**config.mk**
```make
export PLATFORM = sky130hd
export DESIGN_NAME = dram_refresh_seq
export DESIGN_NICKNAME = d
export VERILOG_FILES = /design/src/rtl/dram_ref_pkg.sv /design/src/rtl/ref_pause_tick.sv /design/src/rtl/ref_work_ctr.sv /design/src/rtl/ref_strobe_fsm.sv /design/src/rtl/dram_refresh_seq.sv
export SDC_FILE = /design/constraint.sdc
export NUM_CORES = 1
export LEC_CHECK = 0
export BUFFER_PORTS_ARGS = -buffer_cell sky130_fd_sc_hd__buf_2
export CELL_PAD_IN_SITES_DETAIL_PLACEMENT = 1
export CELL_PAD_IN_SITES_GLOBAL_PLACEMENT = 1
export CORE_AREA = 5 5 72 74
export CTS_BUF_LIST = sky130_fd_sc_hd__clkbuf_4 sky130_fd_sc_hd__clkbuf_8
export CTS_CLUSTER_SIZE = 16
export DETAILED_ROUTE_END_ITERATION = 12
export DIE_AREA = 0 0 77 79
export PLACE_DENSITY = 0.83
export SKIP_LAST_GASP = 1
export SLEW_MARGIN = 30
export SYNTH_ARGS = -nofsm -noshare
export SYNTH_HDL_FRONTEND = slang
export SYNTH_SLANG_ARGS = --single-unit
```
**constraint.sdc**
```tcl
create_clock -name clk -period 8.17 [get_ports clk]
set_clock_uncertainty 0.2 [all_clocks]
set_input_delay 1.634 -clock clk [delete_from_list [all_inputs] [get_ports clk]]
set_output_delay 1.634 -clock clk [all_outputs]
set_load 0.005 [all_outputs]
```
**src/rtl/dram_ref_pkg.sv**
```systemverilog
package dram_ref_pkg;
    typedef enum logic [2:0] {
        ST_PAUSE,
        ST_IDLE,
        ST_REQ,
        ST_ARM,
        ST_CAS,
        ST_RAS,
        ST_PRE
    } ref_state_e;
endpackage

```
**src/rtl/ref_pause_tick.sv**
```systemverilog
module ref_pause_tick #(
    parameter int PAUSE_CYC    = 10000,
    parameter int INTERVAL_CYC = 750
) (
    input  logic clk,
    input  logic rst_n,
    output logic pause_done,
    output logic tick
);
    localparam int PW = $clog2(PAUSE_CYC + 1);
    localparam int TW = $clog2(INTERVAL_CYC);
    localparam logic [PW-1:0] PAUSE_END = PW'(PAUSE_CYC);
    localparam logic [TW-1:0] TICK_END  = TW'(INTERVAL_CYC - 1);

    logic [PW-1:0] pause_q;
    logic [TW-1:0] iv_q;

    assign pause_done = (pause_q == PAUSE_END);
    assign tick       = pause_done && (iv_q == TICK_END);

    always_ff @(posedge clk or negedge rst_n) begin
        if (!rst_n) begin
            pause_q <= '0;
            iv_q    <= '0;
        end else if (!pause_done) begin
            pause_q <= pause_q + 1'b1;
        end else if (tick) begin
            iv_q <= '0;
        end else begin
            iv_q <= iv_q + 1'b1;
        end
    end
endmodule

```
**src/rtl/ref_work_ctr.sv**
```systemverilog
module ref_work_ctr #(
    parameter int INIT_CBR = 8,
    parameter int MAX_DEBT = 8,
    parameter int DEBT_W   = $clog2(MAX_DEBT + 1)
) (
    input  logic              clk,
    input  logic              rst_n,
    input  logic              tick,
    input  logic              cyc_done,
    output logic              pending,
    output logic              init_done,
    output logic [DEBT_W-1:0] debt
);
    localparam int NW = $clog2(INIT_CBR + 1);
    localparam logic [NW-1:0]     INIT_LOAD = NW'(INIT_CBR);
    localparam logic [DEBT_W-1:0] DEBT_CAP  = DEBT_W'(MAX_DEBT);

    logic [NW-1:0]     init_q;
    logic [DEBT_W-1:0] debt_q;
    logic              inc, dec;

    assign inc       = tick && (debt_q != DEBT_CAP);
    assign dec       = cyc_done && (init_q == '0);
    assign init_done = (init_q == '0);
    assign pending   = (init_q != '0) || (debt_q != '0);
    assign debt      = debt_q;

    always_ff @(posedge clk or negedge rst_n) begin
        if (!rst_n) begin
            init_q <= INIT_LOAD;
            debt_q <= '0;
        end else begin
            if (cyc_done && init_q != '0)
                init_q <= init_q - 1'b1;
            if (inc && !dec)
                debt_q <= debt_q + 1'b1;
            else if (dec && !inc)
                debt_q <= debt_q - 1'b1;
        end
    end
endmodule

```
**src/rtl/ref_strobe_fsm.sv**
```systemverilog
module ref_strobe_fsm
    import dram_ref_pkg::*;
#(
    parameter int CSR_CYC = 1,
    parameter int RAS_CYC = 3,
    parameter int RP_CYC  = 2
) (
    input  logic clk,
    input  logic rst_n,
    input  logic pause_done,
    input  logic pending,
    input  logic gnt,
    output logic req,
    output logic ras_on,
    output logic cas_on,
    output logic cyc_done
);
    localparam int PH_MAX = (CSR_CYC > RAS_CYC) ?
                            ((CSR_CYC > RP_CYC) ? CSR_CYC : RP_CYC) :
                            ((RAS_CYC > RP_CYC) ? RAS_CYC : RP_CYC);
    localparam int PHW = $clog2(PH_MAX + 1);
    localparam logic [PHW-1:0] CSR_LAST = PHW'(CSR_CYC - 1);
    localparam logic [PHW-1:0] RAS_LAST = PHW'(RAS_CYC - 1);
    localparam logic [PHW-1:0] RP_LAST  = PHW'(RP_CYC - 1);

    ref_state_e     state_q, state_d;
    logic [PHW-1:0] ph_q, ph_d;

    always_comb begin
        state_d = state_q;
        unique case (state_q)
            ST_PAUSE: if (pause_done)       state_d = ST_IDLE;
            ST_IDLE:  if (pending)          state_d = ST_REQ;
            ST_REQ:   if (gnt)              state_d = ST_ARM;
            ST_ARM:                         state_d = ST_CAS;
            ST_CAS:   if (ph_q == CSR_LAST) state_d = ST_RAS;
            ST_RAS:   if (ph_q == RAS_LAST) state_d = ST_PRE;
            ST_PRE:   if (ph_q == RP_LAST)  state_d = pending ? ST_CAS : ST_IDLE;
            default:                        state_d = ST_IDLE;
        endcase
        ph_d = (state_d != state_q) ? '0 : ph_q + 1'b1;
    end

    always_ff @(posedge clk or negedge rst_n) begin
        if (!rst_n) begin
            state_q <= ST_PAUSE;
            ph_q    <= '0;
        end else begin
            state_q <= state_d;
            ph_q    <= ph_d;
        end
    end

    always_comb begin
        req      = 1'b0;
        ras_on   = 1'b0;
        cas_on   = 1'b0;
        cyc_done = 1'b0;
        unique case (state_q)
            ST_PAUSE, ST_IDLE: ;
            ST_REQ, ST_ARM:    req = 1'b1;
            ST_CAS: begin
                req    = 1'b1;
                cas_on = 1'b1;
            end
            ST_RAS: begin
                req      = 1'b1;
                cas_on   = 1'b1;
                ras_on   = 1'b1;
                cyc_done = (ph_q == RAS_LAST);
            end
            ST_PRE:            req = 1'b1;
            default: ;
        endcase
    end
endmodule

```
**src/rtl/dram_refresh_seq.sv**
```systemverilog
module dram_refresh_seq #(
    parameter int NUM_RAS          = 4,
    parameter int NUM_CAS          = 4,
    parameter int PAUSE_CYC        = 10000,
    parameter int REF_INTERVAL_CYC = 750,
    parameter int INIT_CBR         = 8,
    parameter int MAX_DEBT         = 8,
    parameter int CSR_CYC          = 1,
    parameter int RAS_CYC          = 3,
    parameter int RP_CYC           = 2
) (
    input  logic               clk,
    input  logic               rst_n,
    output logic               ref_req,
    input  logic               ref_gnt,
    output logic [NUM_RAS-1:0] ras_n,
    output logic [NUM_CAS-1:0] cas_n,
    output logic               we_n,
    output logic               init_done
);
    localparam int DEBT_W = $clog2(MAX_DEBT + 1);

    logic              pause_done, tick, cyc_done, pending;
    logic              ras_on, cas_on;
    logic [DEBT_W-1:0] debt_w;

    ref_pause_tick #(
        .PAUSE_CYC    (PAUSE_CYC),
        .INTERVAL_CYC (REF_INTERVAL_CYC)
    ) timer_i (
        .clk        (clk),
        .rst_n      (rst_n),
        .pause_done (pause_done),
        .tick       (tick)
    );

    ref_work_ctr #(
        .INIT_CBR (INIT_CBR),
        .MAX_DEBT (MAX_DEBT),
        .DEBT_W   (DEBT_W)
    ) work_i (
        .clk       (clk),
        .rst_n     (rst_n),
        .tick      (tick),
        .cyc_done  (cyc_done),
        .pending   (pending),
        .init_done (init_done),
        .debt      (debt_w)
    );

    ref_strobe_fsm #(
        .CSR_CYC (CSR_CYC),
        .RAS_CYC (RAS_CYC),
        .RP_CYC  (RP_CYC)
    ) fsm_i (
        .clk        (clk),
        .rst_n      (rst_n),
        .pause_done (pause_done),
        .pending    (pending),
        .gnt        (ref_gnt),
        .req        (ref_req),
        .ras_on     (ras_on),
        .cas_on     (cas_on),
        .cyc_done   (cyc_done)
    );

    for (genvar gi = 0; gi < NUM_RAS; gi++) begin : g_ras
        assign ras_n[gi] = ~ras_on;
    end
    for (genvar gi = 0; gi < NUM_CAS; gi++) begin : g_cas
        assign cas_n[gi] = ~cas_on;
    end
    assign we_n = 1'b1;
endmodule

```
==> results of run 1 <==
==> per-stage QoR <==
stage | instance area, µm² | hold slack (ps) | total power [mW]
global route | 2335 | 315.6 | 0.3715
floorplan | 2168 | 245.3 | 0.1871
global placement | 2212 | 273.6 | 0.1909
CTS | 2332 | 294.3 | 0.3619
detailed placement | 2212 | 275.8 | 0.1910
finish | 2335 | 290.3 | 0.3555
==> per-layer routing <==
metal	wire length, µm	part of all wire
met2	2063	0.48
met1	2068	0.48
met3	80	0.019
met5	0	0
met4	92	0.021
==> cell type report <==
type | instances | area [µm²] | area share
Tap cell | 54 | 67.56 | 0.02894
Clock buffer | 7 | 90.09 | 0.03859
Sequential cell | 37 | 927.1 | 0.3971
Inverter | 16 | 60.06 | 0.02572
Timing Repair Buffer | 12 | 62.56 | 0.02680
Multi-Input combinational cell | 154 | 1097 | 0.4700
Clock inverter | 1 | 30.03 | 0.01286
==> cells in the final DEF, fill, tap and decap left out, types with 7 or more instances in the layout <==
cell / count
ha_1: 11
nand2_1: 21
nor3_1: 9
a21oi_1: 9
buf_2: 11
xnor2_1: 15
nor2_1: 7
nand3_1: 10
dfrtp_1: 36
o21ai_0: 8
inv_1: 16
==> state kept, by name, indices dropped and copies added, names as in the netlist <==
| name | cells |
|---|---|
| fsm_i.ph_q | 2 |
| fsm_i.state_q | 3 |
| timer_i.iv_q | 10 |
| timer_i.pause_q | 14 |
| work_i.debt | 4 |
| work_i.init_q | 4 |
==> cell families after synthesis <==
group,Yosys count,synth area share
AND/OR/NAND/NOR,82,0.2175
AO/OA/AOI/OAI,38,0.1258
flip-flops,37,0.4276
buffers and inverters,30,0.06636
XOR/XNOR,17,0.06867
adder cells (fa/ha/maj),12,0.07271
multiplexers,4,0.01962
other,1,0.001729
==> worst min path at each step <==
stage                                   start             endpoint  slack (ps)
final                           fsm_i.ph_q[0]        fsm_i.ph_q[0]         290
after CTS                       fsm_i.ph_q[0]        fsm_i.ph_q[0]         290
after floorplan                 fsm_i.ph_q[0]        fsm_i.ph_q[0]         250
after global routing      timer_i.pause_q[13]  timer_i.pause_q[13]         320
after global placement          fsm_i.ph_q[0]        fsm_i.ph_q[0]         270
after detailed placement        fsm_i.ph_q[0]        fsm_i.ph_q[0]         280
==> worst reg2reg max path: cells and delay by family (launching register included) <==
kind / cells / cell delay [ps]
AO/OA/AOI/OAI: 4 / 1130
adder cells (fa/ha/maj): 3 / 700
AND/OR/NAND/NOR: 2 / 700
flip-flops: 1 / 460
buffers and inverters: 2 / 210
==> power by group <==
group / internal, mW / switching, mW
logic: 0.000486 / 0.00374
registers: 0.183 / 0
clock network: 0.103 / 0.0654
total: 0.286 / 0.0691
==> metrics.md, run 1 <==
| Metric | Value |
|---|---|
| Run status | completed |
| Syn Area/Cell | around 9.8 µm² |
| CTS root buffer | clkbuf_8 |
| Final WS setup | ~4600 ps |
| # fillers | about 530 |
| RSZ-0062 raised after global routing | no |
| Antenna diodes | 0 |
| Worst EP arrival | approximately 3500 ps |
| CTS tree | yes |
| Peak Freq | between 200 and 300 MHz |
| Unique masters post-synth | 52 |
| Max cap viols | 0 |
| GRT Util Overall | 0.1570 |
| Initial antenna violation count | 0 |
| ANT nets after route | 0 |
| Number of top-level pins | 14 |
| Synth top cells by count | dfrtp_1 (36), nand2_1 (21), inv_1 (16), xnor2_1 (15), ha_1 (11) |
| CP Launch Type | register |
| Final-report max-slew violation count | 0 |
| Cell Rows | 25 |
| Dpl ws | ~4600 ps |
| Crit path cell chain | inv_1, ha_1, nor3b_1, nand4b_1, a211oi_1, ha_1, inv_1, ha_1, a21o_1, a2111oi_0, o31ai_1 |
| Num CTS Buffers | 5 |
| Latest clock arrival within the worst-skew pair | 290 ps |
| Post-synthesis sequential area ratio | 0.4276 |
| Pwr Density | 152.3 nW/µm² |
| EDFF count, synth | 0 |
| Cts hold-fix bufs | 0 |
| Finish-stage setup viols | 0 |
| Port bufs | 12 |
| Synth Flop Type | dfrtp_1 |
| Final Util | 0.5148 |
| DRC violations left | 0 |
| Final setup TNS | 0 ps |
| Met3 usage | 0.03515 |
| Max VDD drop | 0.1030 mV |
| Count leader, synth | dfrtp_1 |
| # H-tree levels | 2 |
| Slowest CP cell | nand4b_1 |
| Layout cells sized above 1 | 0.1366 |
| Post-synth top area share | 0.4155 |
| Fin. Hold Viols | 0 |
| DR iter-0 viols | 100 |
| Synth warn | 0 |
| Hold path cells | 1 |
| Setup slack, reg-to-reg | 4620 ps |
| R2r endpoint | work_i.debt[3] |
| Die span in x | approximately 77 µm |
| Tcrit/Tclk final | 0.4339 |
| Dominant cell type by area after synthesis | dfrtp_1 |
| Largest fanout on the critical path | 15 |
| Most area-consuming cells after synthesis | dfrtp_1 (42%), ha_1 (6.3%), xnor2_1 (6.1%) |
| Crit path capture type | register |
| Reg2Reg Launch Point | timer_i.pause_q[0] |
| Synthesized flop and latch total | 37 |
| Resized Gates After CTS | 0 |
| DR vias | roughly 1600 |
| Min cycle time layout | 3545 ps |
| Pre-antenna DRT Iters | 4 |
| Global route total overflow | 0 |
| GR Util met2 | 0.2470 |
| Initial Util | 0.4781 |
| Most Crowded Layer GR | met2 |
| Global-route wire length before repair | approximately 7.8 mm |
| Die area | 6083 µm² |
| Via count of the first global-routing pass | about 1600 |
| Leak Pwr | just over 1 nW |
| R2R cell count | 11 |
| Reg clk slew, reported paths | 80 ps |
| Net Count, Synth | ~240 |
| Worst-margin pin slew | ~580 ps |
| Pin count of the biggest net entering global routing | 38 |
| Chip Height | roughly 80 µm |
| Core ar. | 4536 µm² |
| Critical path depth | 11 |
| Average routed wire per standard cell | about 15 µm |
| Hold crit path type | register to register |
| Critical path's largest stage delay | around 500 ps |
| Vias per cell | about 5.6 |
| Nets | around 240 |
| Mapped cell area | around 2200 µm² |
| Met1 GRT Util | 0.2062 |
| Routed wire length | between 4 and 5 mm |
| WP buf/inv | 2 |
| Crit Path Category | register to register |
| Top delay family on crit path | compound AO/OA/AOI/OAI gates |
| Critical path origin | timer_i.pause_q[0] |
| Post-Place Cells | around 270 |
| CTS max path bufs | 2 |
| Clk sinks | 37 |
| Most used cell along the critical path | ha_1 |
| Crit path capture | work_i.debt[3] |
| Post-CTS Setup Bufs | 0 |
| Relative slew slack | 0.6124 |
| Synthesized instance count | 221 |
| GP Congestion | 0.8083 |
| Asr flop ratio synth | 1.000 |
| Critical Path RT | slightly above 8000 ps |
| Fin cells | 281 |
| Layout area overhead | 7.675% |
| DP HPWL | between 3 and 4 mm |
No activity file was read; power rests on OpenSTA's default activity.
==> run 2: changes to the inputs <==
Settings changed: ABC_AREA set to 1, CORE_AREA 5 5 72 74 to 5 5 75 77, DIE_AREA 0 0 77 79 to 0 0 80 82, PLACE_DENSITY 0.83 to 0.81.
Clock period 8.17 ns to 3.39 ns, I/O delays scaled along.
==> run 2 against run 1 <==
Net effect: synthesized cell count is 23% higher; sequential power up 140%; design area grew 3.1%; fmax grew 33%; sequential share of layout area fell by 1.2 points; via count is 9.9% higher; die area up 7.8%; setup slack worse by 3900 ps; critical path depth up 3; critical path type unchanged.
==> metrics.md, run 2 <==
| Metric | Value |
|---|---|
| Synthesized instance count | between 200 and 300 |
| Antenna diodes | 0 |
| Synth warn | 0 |
| Resized Gates After CTS | 0 |
| Crit Path Category | register to register |
| DR iter-0 viols | 27 |
| Peak Freq | approximately 380 MHz |
| DR vias | 1739 |
| Core ar. | between 4000 and 5000 µm² |
| Max reg flops | 14 |
| Max VDD drop | between 0.2 and 0.25 mV |
| Min cycle time layout | between 2000 and 3000 ps |
| WP buf/inv | 2 |
| Worst EP arrival | between 2000 and 3000 ps |
| Crit path cell chain | inv_1, ha_1, nand3_1, nor2_1, nand2_1, nor3_1, ha_1, inv_1, ha_1, a21oi_1, nand2_1, a21oi_1, o21ai_0, xor2_1 |
| Largest reg by FF count | timer_i.pause_q |
| Die span in x | 80 µm |
| Net Sw Frac | 0.2193 |
| CP Launch Type | register |
| Most area-consuming cells after synthesis | dfrtp_1 (40%), nand2_1 (8.7%), xor2_1 (6.7%) |
| Finish-stage setup viols | 0 |
| Clk sinks | 37 |
| Max cap viols | 0 |
| Critical path's largest stage delay | 430 ps |
| Reg clk slew, reported paths | about 80 ps |
| Cell Rows | 26 |
| GP Congestion | between 0.7 and 0.8 |
| Layout cells sized above 1 | 0.1312 |
| Final WS setup | approximately 730 ps |
| Run status | completed |
| Largest fanout on the critical path | 5 |
| Final-report max-slew violation count | 0 |
| Layout area overhead | 7.667% |
| Tcrit/Tclk final | 0.7858 |
| Pin count of the biggest net entering global routing | 38 |
| Vias per cell | approximately 4.9 |
| Initial antenna violation count | 0 |
| Critical Path RT | about 3400 ps |
| Synthesized flop and latch total | 37 |
| Synth top cells by count | nand2_1 (52), inv_1 (38), dfrtp_1 (36), nor2_1 (27), xor2_1 (17) |
| Most used cell along the critical path | ha_1 |
| Post-synth top area share | 0.4029 |
| NetSw | roughly 0.18 mW |
| Cts hold-fix bufs | 0 |
| Combinational share of power | 0.013 |
| Average routed wire per standard cell | about 13 µm |
| Hold crit path type | input port to async pin |
| ANT nets after route | 0 |
| Syn Area/Cell | between 8 and 9 µm² |
| CTS max path bufs | 2 |
| Fin. Hold Viols | 0 |
| CTS tree | yes |
| Dominant cell type by area after synthesis | dfrtp_1 |
| Count leader, synth | nand2_1 |
| Leak Pwr | 1.197 nW |
| Power share of the clock group | 0.437 |
| Chip Height | about 80 µm |
| Via count of the first global-routing pass | between 1500 and 2000 |
| Commonest non-fill, non-tap cell in the layout | nand2_1 |
| Num CTS Buffers | 5 |
| Initial Util | 0.4522 |
| Unique masters post-synth | 34 |
| Sequential Power Share | 0.550 |
| Internal power | between 0.6 and 0.7 mW |
| Post-CTS Setup Bufs | 0 |
| Post-synthesis sequential area ratio | 0.4147 |
| Dpl ws | between 700 and 800 ps |
| Fin cells | around 350 |
| Port bufs | 12 |
| Global-route wire length before repair | about 8.6 mm |
| Global route total overflow | 0 |
| Top delay family on crit path | adder cells |
| DP HPWL | between 3 and 4 mm |
| Post-Place Cells | roughly 340 |
| Number of top-level pins | 14 |
| Nets | about 300 |
| GRT Util Overall | 0.1678 |
| Most frequent cells in the layout | nand2_1 (52), inv_1 (38), dfrtp_1 (36) |
| Asr flop ratio synth | 1.000 |
| DRC violations left | 0 |
| Final setup TNS | 0 ps |
| Routed wire length | about 4.7 mm |
| Crit path capture type | register |
| Pre-antenna DRT Iters | 4 |
| # H-tree levels | 2 |
| Latest clock arrival within the worst-skew pair | ~300 ps |
| Largest regs | timer_i.pause_q: 14 flops, timer_i.iv_q: 10 flops |
| CTS root buffer | clkbuf_8 |
| Mapped cell area | 2236 µm² |
| Synth Flop Type | dfrtp_1 |
| Pwr Density | about 330 nW/µm² |
| Slowest CP cell | dfrtp_1 |
| RSZ-0062 raised after global routing | no |
| Die area | approximately 6600 µm² |
| Net Count, Synth | 287 |
| EDFF count, synth | 0 |
==> run 2: changes by cell type in the layout (fill, tap and decap cells not counted), sizes merged, moves of 3 or more <==
cell     previous run  this run
a2111oi             3         0
a31oi               3         0
and3                5         0
inv                16        43
nand2              21        54
nand2b              3         0
nand3              10        16
nand4               4        13
nor2                8        29
nor4bb              3         0
o21ai               9        12
o31ai               4         0
xnor2              15         4
xor2                2        17
==> run 2: worst reg2reg max path: cells and delay by family (launching register included) <==
| kind | cells | cell delay (ps) |
|---|---|---|
| buffers and inverters | 2 | 170 |
| XOR/XNOR | 1 | 150 |
| AO/OA/AOI/OAI | 3 | 380 |
| flip-flops | 1 | 430 |
| AND/OR/NAND/NOR | 5 | 580 |
| adder cells (fa/ha/maj) | 3 | 650 |
==> run 2: layout make-up <==
| cell class | count | area, µm² |
|---|---|---|
| inverters | 44 | 165.2 |
| flip-flops and latches | 37 | 927.1 |
| clock buffers | 7 | 96.34 |
| repair buffers | 13 | 70.07 |
| fillers | 615 | 2537 |
| well taps | 70 | 87.58 |
| clock inverters | 1 | 5.005 |
| multi-input cells | 180 | 1056 |
==> run 2: power groups by stage <==
stage / sequential [mW] / clock (mW) / combinational, mW
floorplan: 0.450 / 0 / 0.00130
global placement: 0.450 / 0 / 0.0106
detailed placement: 0.450 / 0 / 0.0110
CTS: 0.441 / 0.363 / 0.0111
global route: 0.441 / 0.383 / 0.0127
finish: 0.441 / 0.351 / 0.0104
==> run 2: kinds of logic (layout without fill, tap and decap cells) <==
family                   count (synthesis)  after routing  share of synthesized area
multiplexers                             1              1                   0.005036
AND/OR/NAND/NOR                        123            123                     0.2591
XOR/XNOR                                21             21                    0.08226
adder cells (fa/ha/maj)                 12             12                    0.07051
buffers and inverters                   55             65                     0.1130
AO/OA/AOI/OAI                           22             22                    0.05372
flip-flops                              37             37                     0.4147
other                                    1              1                   0.001677
==> run 2: stage by stage <==
step | hold WS (ps) | instance area [µm²] | utilization | power, mW
CTS | 260.5 | 2405 | 0.4863 | 0.8147
global route | 174.1 | 2407 | 0.4868 | 0.8366
global placement | 244.7 | 2303 | 0.4658 | 0.4604
finish | 132.9 | 2407 | 0.4868 | 0.8022
floorplan | 182.4 | 2236 | - | 0.4512
detailed placement | 250.0 | 2303 | 0.4658 | 0.4608
==> run 2: final timing paths <==
path	startpoint	end	slack (ps)	cells after the start
worst max-delay path	timer_i.pause_q[0]	work_i.debt[3]	730	14
worst min-delay path	rst_n	timer_i.pause_q[3]	130	1
worst max register to register	timer_i.pause_q[0]	work_i.debt[3]	730	14
worst min register to register	fsm_i.ph_q[0]	fsm_i.ph_q[0]	260	1
max in group asynchronous	rst_n	work_i.init_q[3]	2480	1
min in group clk	fsm_i.ph_q[0]	fsm_i.ph_q[0]	260	1
==> run 2: per-layer routing <==
layer | routed length, µm | vias up | global-route usage
met2 | 2282 | 14 | 0.2848
li1 | - | 872 | -
met1 | 2243 | 845 | 0.2143
met5 | 0 | - | 0
met4 | 82 | 0 | 0.06081
met3 | 85 | 8 | 0.02961
